===== config.mk =====
export PLATFORM = sky130hd
export DESIGN_NAME = sw_period_hyst
export DESIGN_NICKNAME = d
export VERILOG_FILES = /design/src/rtl/sph_pkg.sv /design/src/rtl/sph_period_timer.sv /design/src/rtl/sph_classifier.sv /design/src/rtl/sph_hyst_ctrl.sv /design/src/rtl/sw_period_hyst.sv
export SDC_FILE = /design/constraint.sdc
export NUM_CORES = 1
export LEC_CHECK = 0
export ABC_CLOCK_PERIOD_IN_PS = 3200
export BUFFER_PORTS_ARGS = -buffer_cell sky130_fd_sc_hd__buf_2
export CAP_MARGIN = 15
export CORE_AREA = 3 3 82 84
export DETAILED_ROUTE_END_ITERATION = 12
export DIE_AREA = 0 0 85 87
export HOLD_SLACK_MARGIN = 0.05
export PLACE_DENSITY = 0.6
export RECOVER_POWER = 100
export SETUP_SLACK_MARGIN = 0.05
export SYNTH_ARGS = -nofsm -noshare
export SYNTH_HDL_FRONTEND = slang
export SYNTH_SLANG_ARGS = --single-unit

===== constraint.sdc =====
create_clock -name clk -period 3.2 [get_ports clk]
set_input_delay 0.64 -clock clk [delete_from_list [all_inputs] [get_ports clk]]
set_output_delay 0.64 -clock clk [all_outputs]
set_load 0.01 [all_outputs]

===== src/rtl/sph_pkg.sv =====
package sph_pkg;

    typedef enum logic {
        MODE_RUN    = 1'b0,
        MODE_PARKED = 1'b1
    } sph_mode_e;

    typedef struct packed {
        logic valid;
        logic is_long;
        logic is_short;
    } sph_class_t;

    function automatic logic sph_gt(input logic [31:0] a, input logic [31:0] b);
        return a > b;
    endfunction

endpackage


===== src/rtl/sph_period_timer.sv =====
module sph_period_timer #(
    parameter int TIMER_W = 16
) (
    input  logic               clk,
    input  logic               rst,
    input  logic               clr,
    input  logic               pulse,
    output logic               sample_valid,
    output logic [TIMER_W-1:0] period
);
    localparam logic [TIMER_W-1:0] T_MAX = '1;

    logic               armed;
    logic [TIMER_W-1:0] timer;

    always_ff @(posedge clk) begin
        if (rst || clr) begin
            armed <= 1'b0;
            timer <= '0;
        end else if (pulse) begin
            armed <= 1'b1;
            timer <= TIMER_W'(1);
        end else if (armed && timer != T_MAX) begin
            timer <= timer + TIMER_W'(1);
        end
    end

    assign sample_valid = pulse && armed && !clr;
    assign period       = timer;
endmodule


===== src/rtl/sph_classifier.sv =====
module sph_classifier
    import sph_pkg::*;
#(
    parameter int TIMER_W = 16
) (
    input  logic               sample_valid,
    input  logic [TIMER_W-1:0] period,
    input  logic [TIMER_W-1:0] dis_thresh,
    input  logic [TIMER_W-1:0] en_thresh,
    output sph_class_t         cls
);
    always_comb begin
        cls.valid    = sample_valid;
        cls.is_long  = sph_gt(32'(period), 32'(dis_thresh));
        cls.is_short = sph_gt(32'(en_thresh), 32'(period));
    end
endmodule


===== src/rtl/sph_hyst_ctrl.sv =====
module sph_hyst_ctrl
    import sph_pkg::*;
#(
    parameter int PARK_RUN   = 63,
    parameter int WAKE_TOTAL = 32,
    localparam int PW = $clog2(PARK_RUN + 1),
    localparam int WW = $clog2(WAKE_TOTAL + 1)
) (
    input  logic          clk,
    input  logic          rst,
    input  logic          clr,
    input  sph_class_t    cls,
    output logic          pull_down,
    output logic [PW-1:0] park_cnt,
    output logic [WW-1:0] wake_cnt
);
    localparam logic [PW-1:0] PARK_LAST = PW'(PARK_RUN - 1);
    localparam logic [WW-1:0] WAKE_LAST = WW'(WAKE_TOTAL - 1);

    sph_mode_e mode;

    always_ff @(posedge clk) begin
        if (rst || clr) begin
            mode     <= MODE_RUN;
            park_cnt <= '0;
            wake_cnt <= '0;
        end else if (cls.valid) begin
            unique case (mode)
                MODE_RUN: begin
                    if (!cls.is_long) begin
                        park_cnt <= '0;
                    end else if (park_cnt == PARK_LAST) begin
                        mode     <= MODE_PARKED;
                        park_cnt <= '0;
                        wake_cnt <= '0;
                    end else begin
                        park_cnt <= park_cnt + PW'(1);
                    end
                end
                MODE_PARKED: begin
                    if (cls.is_short) begin
                        if (wake_cnt == WAKE_LAST) begin
                            mode     <= MODE_RUN;
                            park_cnt <= '0;
                            wake_cnt <= '0;
                        end else begin
                            wake_cnt <= wake_cnt + WW'(1);
                        end
                    end
                end
                default: mode <= MODE_RUN;
            endcase
        end
    end

    assign pull_down = (mode == MODE_PARKED);
endmodule


===== src/rtl/sw_period_hyst.sv =====
module sw_period_hyst
    import sph_pkg::*;
#(
    parameter int TIMER_W    = 16,
    parameter int PARK_RUN   = 63,
    parameter int WAKE_TOTAL = 32
) (
    input  logic                              clk,
    input  logic                              rst,
    input  logic                              enable,
    input  logic                              pulse,
    input  logic [TIMER_W-1:0]                dis_thresh,
    input  logic [TIMER_W-1:0]                en_thresh,
    output logic                              pull_down,
    output logic [TIMER_W-1:0]                period_cnt,
    output logic [$clog2(PARK_RUN+1)-1:0]     park_cnt,
    output logic [$clog2(WAKE_TOTAL+1)-1:0]   wake_cnt
);
    logic               clr;
    logic               sample_valid;
    logic [TIMER_W-1:0] period;
    sph_class_t         cls;

    assign clr = !enable;

    sph_period_timer #(.TIMER_W(TIMER_W)) u_timer (
        .clk          (clk),
        .rst          (rst),
        .clr          (clr),
        .pulse        (pulse),
        .sample_valid (sample_valid),
        .period       (period)
    );

    sph_classifier #(.TIMER_W(TIMER_W)) u_class (
        .sample_valid (sample_valid),
        .period       (period),
        .dis_thresh   (dis_thresh),
        .en_thresh    (en_thresh),
        .cls          (cls)
    );

    sph_hyst_ctrl #(.PARK_RUN(PARK_RUN), .WAKE_TOTAL(WAKE_TOTAL)) u_ctrl (
        .clk       (clk),
        .rst       (rst),
        .clr       (clr),
        .cls       (cls),
        .pull_down (pull_down),
        .park_cnt  (park_cnt),
        .wake_cnt  (wake_cnt)
    );

    assign period_cnt = period;
endmodule


Yosys cells after proc, flatten, opt, wreduce, memory -nomap -nowiden. Index checks and enable logic that the tools add are counted.

Mux-type cells: 17. Add/sub/neg operators: 3. Reductions and logical operators: 9. Bitwise operators: 1. Eq/ne operators: 7. $lt $le $gt $ge: 2.

Operator list (number): 6-bit 2-to-1 mux (8); 16-bit greater-than comparator (2); 6-bit one-hot mux with 2 select lines (2); 16-bit by 1-bit adder with 16-bit output (second input constant) (1); 16-bit inequality test (second input constant) (1); 6-bit by 1-bit adder with 6-bit output (second input constant) (2); 6-bit by 5-bit == test with 1-bit output (second input constant) (1); 6-bit == test (second input constant) (1); 1-bit 2-to-1 mux (6); 2-bit by 1-bit inequality test with 1-bit output (second input constant) (2); 2-bit inequality test (second input constant) (2); 4-bit AND reduction (1); 1-bit logical AND (3); 3-bit AND reduction (1); 1-bit one-hot mux with 2 select lines (1); 2-bit nonzero test (1); 2-bit OR reduction (1); 1-bit zero test (1); 1-bit logical OR (1); 1-bit NOT (1).

Output and inout bits: 29. Register bits after elaboration: 30. Logic and storage cells: 45. Input bits: 36.

Depth between registers and ports, before layout. Gate-level depths: netlist of the first run.

Depth in word-level cells: 4. Depth in mapped cells: 8. Depth with buffers taken out: 8.

By module. A second synthesis of the first run with hierarchy kept.

Cell total of the unflattened synthesis: 308. Area total of the unflattened synthesis: 2457.4 um^2.

Modules (own cells, without submodules): sph_period_timer (sequential area each 340.3 um^2, instances 1, cells an instance 106, area an instance 905.9 um^2); sph_classifier (sequential area each 0.0 um^2, instances 1, cells an instance 113, area an instance 812.0 um^2); sph_hyst_ctrl (sequential area each 260.2 um^2, instances 1, cells an instance 88, area an instance 735.7 um^2); sw_period_hyst (sequential area each 0.0 um^2, instances 1, cells an instance 1, area an instance 3.8 um^2).

Worst setup path before layout of the first run. No wires, ideal clock.

Path kind: input-to-reg. Start point: in en_thresh[14]. End point: reg u_ctrl.wake_cnt[2]. Setup time: 0.079 ns. Arrival: 2.311 ns. Data required time: 3.121 ns. Stages on the path: 7. Path slack: 0.810 ns. Buffers on the path: 0. Path through: ha_1 > nand4_2 > nor4_4 > a21boi_2 > o31ai_2 > or4_1 > o211ai_1.

Word-level cells in the longest chain between the ends: 3.

Ends and longest elaborated chain: start: declaration (RTL line sw_period_hyst.sv:13) `input logic [TIMER_W-1:0] en_thresh,`; 16-bit greater-than comparator (RTL line sph_pkg.sv:15) `return a > b;`; 2-bit inequality test (no line); 4-bit AND reduction (no line); end signal: assignment (RTL line sph_hyst_ctrl.sv:47) `wake_cnt <= wake_cnt + WW'(1);`; end: declaration (RTL line sph_hyst_ctrl.sv:15) `output logic [WW-1:0] wake_cnt`.

No other way between the ends. A chain may end at the register's enable or synchronous reset.

Worst setup path in the final report of the first run.
Start point: in dis_thresh[15]. End point: reg u_ctrl.wake_cnt[5].

Word-level cells in the longest chain between the ends: 3.

Ends and longest elaborated chain: start: declaration (RTL line sw_period_hyst.sv:12) `input logic [TIMER_W-1:0] dis_thresh,`; 16-bit greater-than comparator (RTL line sph_pkg.sv:15); 2-bit by 1-bit inequality test with 1-bit output (no line); 4-bit AND reduction (no line).

No other way between the ends.

==> summary.txt, run 1 <==
Remaining antenna violation count: 0
#FFs+latches synth: 30
Final HPWL DP: 5050 um
Initial Util: 0.402
Fin. Hold Viols: 0
Post-synth top area cell: dfxtp_1
Final hold slack: 0.501 ns
# IOs: 65
Top cell type's share of synthesized area: 0.249
CP Cell Sequence: buf_2 > inv_1 > ha_1 > nand4_1 > nor4_1 > o21ai_1 > and4_1 > nor3_2 > o21ai_0
Worst hold endpoint: u_ctrl.park_cnt[5]$_SDFFE_PP0P_
Max-cap violations: 0
Root Driver: clkbuf_8
Reg-to-reg slack, setup: 0.54 ns
Die Ht: 87 um
CTS tree: built
CP Capture Type: flop
Power share of the clock group: 0.408
Layout Nets: 443
Routed length per instance: 14.1 um
Initial drt markers: 105
Setup Fix Bufs, Post-CTS: 0
Synth Cell Area: 2410 um2
Fillers: 631
Post-CTS sizing: 0
Cell with the most instances after synthesis: inv_1
Pleak: 1.12 nW
Number of global-route vias before repair: 2,182
Sink Count: 30
Crit path launch type: input pin
TNS Setup: 0 ns
Worst rel slew slack: 0.211
Initial antenna violation count: 0
Detailed-route via count: 2,338
Seq pwr share: 0.474
Switching pwr: 0.208 mW
Cells after Synth: 301
Status: complete, no violations
Drt total wl: 6300 um
Worst-Margin Slew: 1.18 ns
Synthesized area per cell: 8.00 um2
Die width: 85 um
EDFF count, synth: 0
Hold path cells: 1
Period utilisation layout: 0.851
Total GRT Usage: 0.176
Area contributors post-synth: dfxtp_1, ha_1, inv_1
Worst r2r src: u_timer.period[14]$_SDFFE_PP0P_
Longest Clk Path Bufs: 2
Required @ worst endpoint: 3.35 ns
Net Sw Frac: 0.261
Worst path max stage delay: 0.68 ns
Final min period: 2.72 ns
Max stage delay cell, worst path: nor4_1
Final Skew: 0.00992 ns
Drc violations: 0
Site row count: 28
Pwr dens: 279 nW/um2
Hold buffer count at CTS: 0
Combinational power share: 0.118
R2r worst-path depth: 7
Syn Nets: 373
Num CTS Buffers: 5
Skew-Pair Late Insertion Delay: 0.29 ns
P_int: 0.590 mW
Number of I/O port buffers: 64
RSZ-0062 raised after global routing: no
Core Area: 5990 um2
Peak supply drop: 160 uV
Total die area: 7400 um2
Post-synthesis cell type count: 45
Ratio of cells with drive above 1 in the final layout: 0.142
Post-synth top cells: inv_1, ha_1, nand2_1
Final Max Slew Viols: 0
Hold/Removal Path Class: reg -> reg
H-tree lvl count: 2
Yosys Warn Count: 0
Critical Path AT: 2.87 ns
Kind of critical path: in -> reg
Storage cell area: 601 um2
Final Setup Violations: 0
First-pass GRT wire length: 10,400 um
RePlAce Congestion: 0.808
Hold Crit Start: u_ctrl.park_cnt[5]$_SDFFE_PP0P_
Post-synth top flop: dfxtp_1
Worst r2r dst: u_ctrl.wake_cnt[5]$_SDFFE_PP0P_
Diode count: 0
Clock edge transition at the registers on the reported setup and hold paths: 0.07 ns
Seq/Total Area, Yosys: 0.249
Largest net degree at the start of global routing: 21
Vias/cell: 5.23
Grt ovf: 0
1st-pass router iterations: 4
Crit path max fanout: 6
Multi-input logic area: 1620 um2
P&R area growth vs syn: 19.0%
Async S/R FF share, synth: 0
Fmax: 0.367 GHz
-- per-stage QoR --
| stage | cells | utilization | power (mW) | area, um2 | setup slack, ns |
|---|---|---|---|---|---|
| finish | 447 | 0.478 | 0.798 | 2870 | 0.478 |
| global route | 447 | 0.478 | 0.842 | 2870 | 0.280 |
| floorplan | 301 | - | 0.440 | 2410 | 0.810 |
| detailed placement | 439 | 0.472 | 0.481 | 2830 | 0.367 |
| CTS | 447 | 0.488 | 0.811 | 2930 | 0.581 |
| global placement | 439 | 0.472 | 0.479 | 2830 | 0.455 |
-- area by class of cell --
class,count,share of cell area
Sequential cell,30,0.210
Multi-Input combinational cell,228,0.566
Inverter,39,0.0511
Tap cell,75,0.0328
Clock buffer,6,0.0288
Timing Repair Buffer,67,0.107
Clock inverter,2,0.00437
-- cells by family after synthesis --
family,after synthesis,share of synthesized area
flops,30,0.249
buf+inv,43,0.0670
fa+ha+maj,36,0.187
xor+xnor,14,0.0509
compound gates,50,0.152
mux,6,0.0249
simple gates,122,0.269
-- cell usage in the layout (no fill, tap or decap), types with 5 or more instances in the layout --
cell      netlist  layout
o21ai_0         5       5
nand3_1        19      19
a21oi_1        15      15
dfxtp_1        30      30
mux2i_1         6       6
and4_1          5       5
ha_1           36      36
inv_1          39      39
clkbuf_1        4      29
nor3_1          5       5
nand2_1        33      33
nor2_1         25      25
buf_2           0      35
xnor2_1        14      14
clkbuf_8        0       6
nand4_1        14      14
-- state kept, by name, summed over array words and instances (netlist names) --
| name | count |
|---|---|
| u_timer.period | 16 |
| u_ctrl.park_cnt | 6 |
| u_ctrl.wake_cnt | 6 |
| u_ctrl.pull_down | 1 |
| u_timer.armed | 1 |
-- metal layers --
layer	global-route usage	up-vias	wire, um
li1	-	1229	-
met1	0.238	1066	3060
met2	0.287	36	2930
met3	0.0312	7	214
met4	0.0504	0	95
met5	0	-	0
-- power groups by stage --
stage	registers, mW	logic [mW]	clock network, mW
after global routing	0.378	0.109	0.355
final	0.378	0.0941	0.326
after CTS	0.378	0.0956	0.338
after detailed placement	0.387	0.0949	0
after floorplan	0.386	0.0545	0
after global placement	0.387	0.0927	0
-- worst max-delay path, delay by kind of cell --
family | cells | cell delay (ns)
AOI/OAI and AO/OA | 2 | 0.36
buffers and inverters | 2 | 0.10
and+or+nand+nor | 4 | 1.46
adders and majority gates | 1 | 0.30
-- worst max path at each step --
stage | from | end | slack [ns] | cells after the start
3_5_place_dp | dis_thresh[15] | u_ctrl.wake_cnt[5]$_SDFFE_PP0P_ | 0.37 | 9
3_3_place_gp | dis_thresh[15] | u_ctrl.wake_cnt[1]$_SDFFE_PP0P_ | 0.46 | 9
4_1_cts | u_timer.period[14]$_SDFFE_PP0P_ | u_ctrl.wake_cnt[5]$_SDFFE_PP0P_ | 0.58 | 8
2_1_floorplan | en_thresh[14] | u_ctrl.wake_cnt[2]$_SDFFE_PP0P_ | 0.81 | 7
5_1_grt | dis_thresh[15] | u_ctrl.wake_cnt[0]$_SDFFE_PP0P_ | 0.28 | 9
6_report | dis_thresh[15] | u_ctrl.wake_cnt[5]$_SDFFE_PP0P_ | 0.48 | 9
Power figures use the tool's default switching activity.
==> run 2, diff against run 1 <==
--- a/config.mk
+++ b/config.mk
@@ -10,7 +10,9 @@
 export CAP_MARGIN = 15
-export CORE_AREA = 3 3 82 84
+export CELL_PAD_IN_SITES_DETAIL_PLACEMENT = 1
+export CELL_PAD_IN_SITES_GLOBAL_PLACEMENT = 1
+export CORE_AREA = 3 3 84 86
 export DETAILED_ROUTE_END_ITERATION = 12
-export DIE_AREA = 0 0 85 87
+export DIE_AREA = 0 0 87 89
 export HOLD_SLACK_MARGIN = 0.05
-export PLACE_DENSITY = 0.6
+export PLACE_DENSITY = 0.76
 export RECOVER_POWER = 100
==> constraint.sdc (replaced) <==
create_clock -name clk -period 3.2 [get_ports clk]
set_input_delay 0.16 -clock clk [delete_from_list [all_inputs] [get_ports clk]]
set_output_delay 0.16 -clock clk [all_outputs]
set_load 0.01 [all_outputs]
==> run 2 against run 1 <==
Total power grew 0.20%. Clock power barely moved. Global-route usage up 2.1 points. Combinational power grew 2.1%. Sequential cell count did not move. Setup slack gained 0.072 ns. Highest routed layer unchanged. Register-to-register slack is essentially flat. Clock skew decreased by 0.0011 ns. Critical endpoint is now u_ctrl.wake_cnt[1]$_SDFFE_PP0P_. Largest power group unchanged.
==> summary.txt, run 2 (same netlist as run 1, synthesis figures left out) <==
Status: complete, no violations
Worst rel slew slack: 0.238 (+0.0268)
Crit path max fanout: 7 (+1)
H-tree lvl count: 2 (unchanged)
Number of global-route vias before repair: 2,442 (+12%)
TNS Setup: 0 ns (unchanged)
Fin cells: 449 (+0.45%)
Peak supply drop: 200 uV (+25%)
Drc violations: 0 (unchanged)
Num CTS Buffers: 5 (unchanged)
Total die area: 7740 um2 (+4.7%)
Final HPWL DP: 5950 um (+18%)
Longest Clk Path Bufs: 2 (unchanged)
Initial drt markers: 138 (+31%)
CP Capture Type: flop
Post-CTS sizing: 0 (unchanged)
Pre-CTS WS: 0.554 ns (+0.187 ns)
Root Driver: clkbuf_8
Initial antenna violation count: 0 (unchanged)
Max-cap violations: 0 (unchanged)
Overall power: 0.800 mW (+0.20%)
Final Max Slew Viols: 0 (unchanged)
Diode count: 0 (unchanged)
Drt total wl: 7350 um (+17%)
Required @ worst endpoint: 3.34 ns (about the same)
Layout Nets: 443 (unchanged)
Worst-Margin Slew: 1.14 ns (-0.0401 ns)
Final Skew: 0.00886 ns (-0.00106 ns)
Largest net degree at the start of global routing: 21 (unchanged)
Die width: 87 um (+2.4%)
Clock edge transition at the registers on the reported setup and hold paths: 0.07 ns (about the same)
R2r worst-path depth: 7 (unchanged)
RSZ-0062 raised after global routing: no
Site row count: 29 (+3.6%)
Worst hold endpoint: u_timer.period[0]$_SDFFE_PP0P_
Die Ht: 89 um (+2.3%)
Most frequent cells in the layout: inv_1, ha_1, buf_2
Hold/Removal Path Class: in -> reg
Final Setup Violations: 0 (unchanged)
Total GRT Usage: 0.197 (+0.0215)
Pwr dens: 279 nW/um2 (+0.34%)
Hold path cells: 3 (+2)
Vias/cell: 5.39 (+3.0%)
Ratio of cells with drive above 1 in the final layout: 0.140 (-0.00269)
First-pass GRT wire length: 12,100 um (+16%)
1st-pass router iterations: 4 (unchanged)
Remaining antenna violation count: 0 (unchanged)
Commonest non-fill, non-tap cell in the layout: inv_1
Period utilisation layout: 0.828 (-0.0227)
Detailed-route via count: 2,418 (+3.4%)
Pleak: 1.12 nW (+0.13%)
Fin. Hold Viols: 0 (unchanged)
Reg-to-reg slack, setup: 0.55 ns (about the same)
Hold buffer count at CTS: 0 (unchanged)
Fin area: 2860 um2 (-0.13%)
Area after DPL: 2830 um2 (about the same)
Core Area: 6350 um2 (+6.0%)
Kind of critical path: reg -> reg
Hold Crit Start: pulse
Grt ovf: 0 (unchanged)
Routed length per instance: 16.4 um (+16%)
Setup Fix Bufs, Post-CTS: 0 (unchanged)
Number of I/O port buffers: 64 (unchanged)
Skew-Pair Late Insertion Delay: 0.28 ns (about the same)
Crit path launch type: flop
Worst r2r src: u_timer.period[13]$_SDFFE_PP0P_
P&R area growth vs syn: 18.8%
Largest register FFs: 16 (unchanged)
Fmax: 0.377 GHz (+2.7%)
Inst Count DP: 441 (+0.46%)
Sink Count: 30 (unchanged)
CTS tree: built
Worst r2r dst: u_ctrl.wake_cnt[1]$_SDFFE_PP0P_
RePlAce Congestion: 0.800 (-0.93%)
Critical Path AT: 2.79 ns (-0.08 ns)
Final min period: 2.65 ns (-0.0725 ns)
# IOs: 65 (unchanged)
Setup WS post-layout: 0.550 ns (+0.0725 ns)
Initial Util: 0.379 (-0.0227)
-- run 2: cell types whose count changed in the layout (fill, tap and decap cells not counted) --
| cell | change |
|---|---|
| buf_2 | +1 |
| clkinvlp_4 | -1 |
| buf_4 | -1 |
| clkbuf_1 | +1 |
-- run 2: cell type report --
type | count | area [um2]
multi-input combinational | 228 | 1620
sequential | 30 | 601
tap | 77 | 96.3
clock inverter | 1 | 5.00
timing repair buffer | 67 | 304
inverter | 39 | 146
clock buffer | 7 | 86.3
fill | 830 | 3490
-- run 2: power breakdown --
| group | switching [mW] | internal (mW) | leakage [nW] |
|---|---|---|---|
| Clock | 0.153 | 0.174 | 0.0482 |
| Sequential | 0.00262 | 0.375 | 0.242 |
| Combinational | 0.0540 | 0.0420 | 0.833 |
| Total | 0.209 | 0.590 | 1.12 |
-- run 2: worst max-delay path, cell delays in order, from the launching register on --
cell,delay [ns]
dfxtp_1,0.39
ha_1,0.35
nand4_1,0.18
nor4_1,0.60
o21ai_1,0.20
and4_1,0.21
nor3_2,0.42
o22ai_1,0.16
-- run 2: through the flow --
step / util / hold WS (ns)
floorplan: - / 0.276
global placement: 0.446 / 0.445
detailed placement: 0.446 / 0.468
CTS: 0.460 / 0.183
global route: 0.451 / 0.218
finish: 0.451 / 0.186
-- run 2: how the worst max path moves through the flow --
stage                     slack (ns)                            start                              end  depth (start not counted)
after global routing            0.25  u_timer.period[13]$_SDFFE_PP0P_  u_ctrl.wake_cnt[0]$_SDFFE_PP0P_                          7
final                           0.55  u_timer.period[13]$_SDFFE_PP0P_  u_ctrl.wake_cnt[1]$_SDFFE_PP0P_                          7
after CTS                       0.55  u_timer.period[10]$_SDFFE_PP0P_  u_ctrl.wake_cnt[1]$_SDFFE_PP0P_                          8
after global placement          0.63  u_timer.period[11]$_SDFFE_PP0P_  u_ctrl.wake_cnt[1]$_SDFFE_PP0P_                          8
after detailed placement        0.55  u_timer.period[10]$_SDFFE_PP0P_  u_ctrl.wake_cnt[4]$_SDFFE_PP0P_                          8
after floorplan                 0.92  u_timer.period[14]$_SDFFE_PP0P_  u_ctrl.wake_cnt[2]$_SDFFE_PP0P_                          8
-- run 2: metal layers --
layer / up-vias / GRT usage / part of all wire / routed length [um]
li1: 1218 / - / - / -
met5: - / 0 / 0 / 0
met3: 6 / 0.0350 / 0.044 / 324
met2: 42 / 0.345 / 0.49 / 3600
met4: 0 / 0.0453 / 0.010 / 77
met1: 1152 / 0.253 / 0.46 / 3350
==> run 3, diff against run 2 <==
- ABC_CLOCK_PERIOD_IN_PS: 3200 -> 2600
- clock period: 3.2 -> 2.6 ns (I/O delays scaled with it)
==> run 3 against run 2 <==
Critical path depth is the same. Total power grew 25%. Die area unchanged. Highest routed layer unchanged. Routed wire length rose by 3.9%. Critical path type unchanged. Largest power group unchanged. Sequential share of layout area decreased by 0.45 points. Sequential cell count stayed put. Core utilization rose by 1.5 points. Maximum frequency grew 6.4%. Global-route usage increased by 0.51 points. Clock skew is 0.0027 ns higher.
==> summary.txt, run 3 (same netlist as run 1, synthesis figures left out) <==
Status: complete, no violations
Die Ht: 89 um (unchanged)
Routed length per instance: 16.8 um (+2.3%)
Fin. Hold Viols: 0 (unchanged)
Storage cell area: 607 um2 (+1.0%)
CP Capture Type: flop
Initial drt markers: 88 (-36%)
H-tree lvl count: 2 (unchanged)
Total GRT Usage: 0.203 (+0.00508)
Final Max Slew Viols: 0 (unchanged)
Number of I/O port buffers: 64 (unchanged)
Largest net degree at the start of global routing: 21 (unchanged)
Final Setup Violations: 0 (unchanged)
Hold/Removal Path Class: in -> reg
Root Driver: clkbuf_8
Kind of critical path: reg -> reg
# IOs: 65 (unchanged)
Pwr dens: 338 nW/um2 (+21%)
P&R area growth vs syn: 22.6%
Pre-CTS WS: 0.00774 ns (-0.547 ns)
Hold buffer count at CTS: 0 (unchanged)
Fin area: 2950 um2 (+3.2%)
Overall power: 0.999 mW (+25%)
CTS tree: built
Core Area: 6350 um2 (unchanged)
Grt ovf: 0 (unchanged)
Layout Nets: 450 (+1.6%)
Pleak: 1.18 nW (+4.9%)
Critical Path AT: 2.64 ns (-0.15 ns)
RSZ-0062 raised after global routing: yes
Number of global-route vias before repair: 2,570 (+5.2%)
Detailed-route via count: 2,493 (+3.1%)
Skew-Pair Late Insertion Delay: 0.28 ns (about the same)
1st-pass router iterations: 4 (unchanged)
Area after DPL: 2870 um2 (+1.3%)
Num CTS Buffers: 5 (unchanged)
Initial antenna violation count: 0 (unchanged)
Fin util: 0.465 (+0.0146)
Largest register FFs: 16 (unchanged)
Drc violations: 0 (unchanged)
Site row count: 29 (unchanged)
Multi-input logic area: 1670 um2 (+2.6%)
Required @ worst endpoint: 2.75 ns (-0.59 ns)
Commonest non-fill, non-tap cell in the layout: buf_2
Fmax: 0.402 GHz (+6.4%)
Peak supply drop: 259 uV (+30%)
Fillers: 815 (-1.8%)
Period utilisation layout: 0.958 (+0.129)
Final min period: 2.49 ns (-0.160 ns)
Crit path launch type: flop
Ratio of cells with drive above 1 in the final layout: 0.172 (+0.0317)
First-pass GRT wire length: 12,300 um (+1.8%)
Drt total wl: 7640 um (+3.9%)
Remaining antenna violation count: 0 (unchanged)
Most frequent cells in the layout: buf_2, inv_1, ha_1
Longest Clk Path Bufs: 2 (unchanged)
Worst-Margin Slew: 0.854 ns (-0.286 ns)
Initial Util: 0.379 (unchanged)
Worst rel slew slack: 0.430 (+0.192)
Vias/cell: 5.47 (+1.5%)
Clock edge transition at the registers on the reported setup and hold paths: 0.07 ns (about the same)
Diode count: 0 (unchanged)
Total die area: 7740 um2 (unchanged)
Setup WS post-layout: 0.110 ns (-0.440 ns)
Sink Count: 30 (unchanged)
Final Skew: 0.0115 ns (+0.00269 ns)
RePlAce Congestion: 0.812 (+1.5%)
Crit path max fanout: 5 (-2)
Final HPWL DP: 6120 um (+3.0%)
Max-cap violations: 0 (unchanged)
Die width: 87 um (unchanged)
-- run 3: cell count changes in the layout (fill, tap and decap cells not counted), moves of 2 or more --
| cell | delta |
|---|---|
| dfxtp_2 | +2 |
| buf_4 | +2 |
| buf_2 | +5 |
| dfxtp_1 | -3 |
-- run 3: worst max-delay path, stage by stage (launching register included) --
cell and delay (ns):
dfxtp_1 0.37, clkbuf_1 0.16, and4_1 0.24, and4_1 0.28, a2111oi_2 0.75, nand4_1 0.26, xnor2_1 0.23, nor2_1 0.06
-- run 3: what timing repair did --
item                       4_1_cts  5_1_grt
gates cloned                     0        0
resized for setup                1        7
setup buffers                    0        2
pin swaps                        1        2
setup endpoints to repair        6       12
-- run 3: final cells by class --
| cell class | count | area share |
|---|---|---|
| clock buffer | 6 | 0.0280 |
| multi-input combinational | 228 | 0.564 |
| tap | 77 | 0.0326 |
| inverter | 39 | 0.0496 |
| sequential | 30 | 0.205 |
| clock inverter | 2 | 0.00424 |
| timing repair buffer | 74 | 0.116 |
-- run 3: report_power, final --
group | total, mW | internal (mW) | leakage [nW] | switching [mW]
combinational | 0.124 | 0.0535 | 0.888 | 0.0710
sequential | 0.463 | 0.460 | 0.244 | 0.00326
clock | 0.411 | 0.213 | 0.0472 | 0.198
-- run 3: per-layer routing --
metal | vias to the layer above | track usage | part of all wire
li1 | 1233 | - | -
met3 | 10 | 0.0304 | 0.043
met5 | - | 0 | 0
met4 | 0 | 0.0425 | 0.013
met2 | 51 | 0.356 | 0.49
met1 | 1199 | 0.263 | 0.45
-- run 3: through the flow --
| stage | TNS (ns) | instances | hold slack (ns) |
|---|---|---|---|
| after floorplan | 0 | 301 | 0.246 |
| after global placement | 0 | 446 | 0.416 |
| after detailed placement | 0 | 446 | 0.434 |
| after CTS | 0 | 454 | 0.144 |
| after global routing | -0.0700 | 456 | 0.165 |
| final | 0 | 456 | 0.157 |
-- run 3: final timing paths --
| check | from | endpoint | slack (ns) | cells after the start |
|---|---|---|---|---|
| worst max register to register | u_timer.period[6]$_SDFFE_PP0P_ | u_timer.period[15]$_SDFFE_PP0P_ | 0.11 | 7 |
| worst max-delay path | u_timer.period[6]$_SDFFE_PP0P_ | u_timer.period[15]$_SDFFE_PP0P_ | 0.11 | 7 |
| worst min register to register | u_ctrl.park_cnt[5]$_SDFFE_PP0P_ | u_ctrl.park_cnt[5]$_SDFFE_PP0P_ | 0.50 | 1 |
| worst min-delay path | pulse | u_timer.armed$_SDFFE_PP0P_ | 0.16 | 3 |
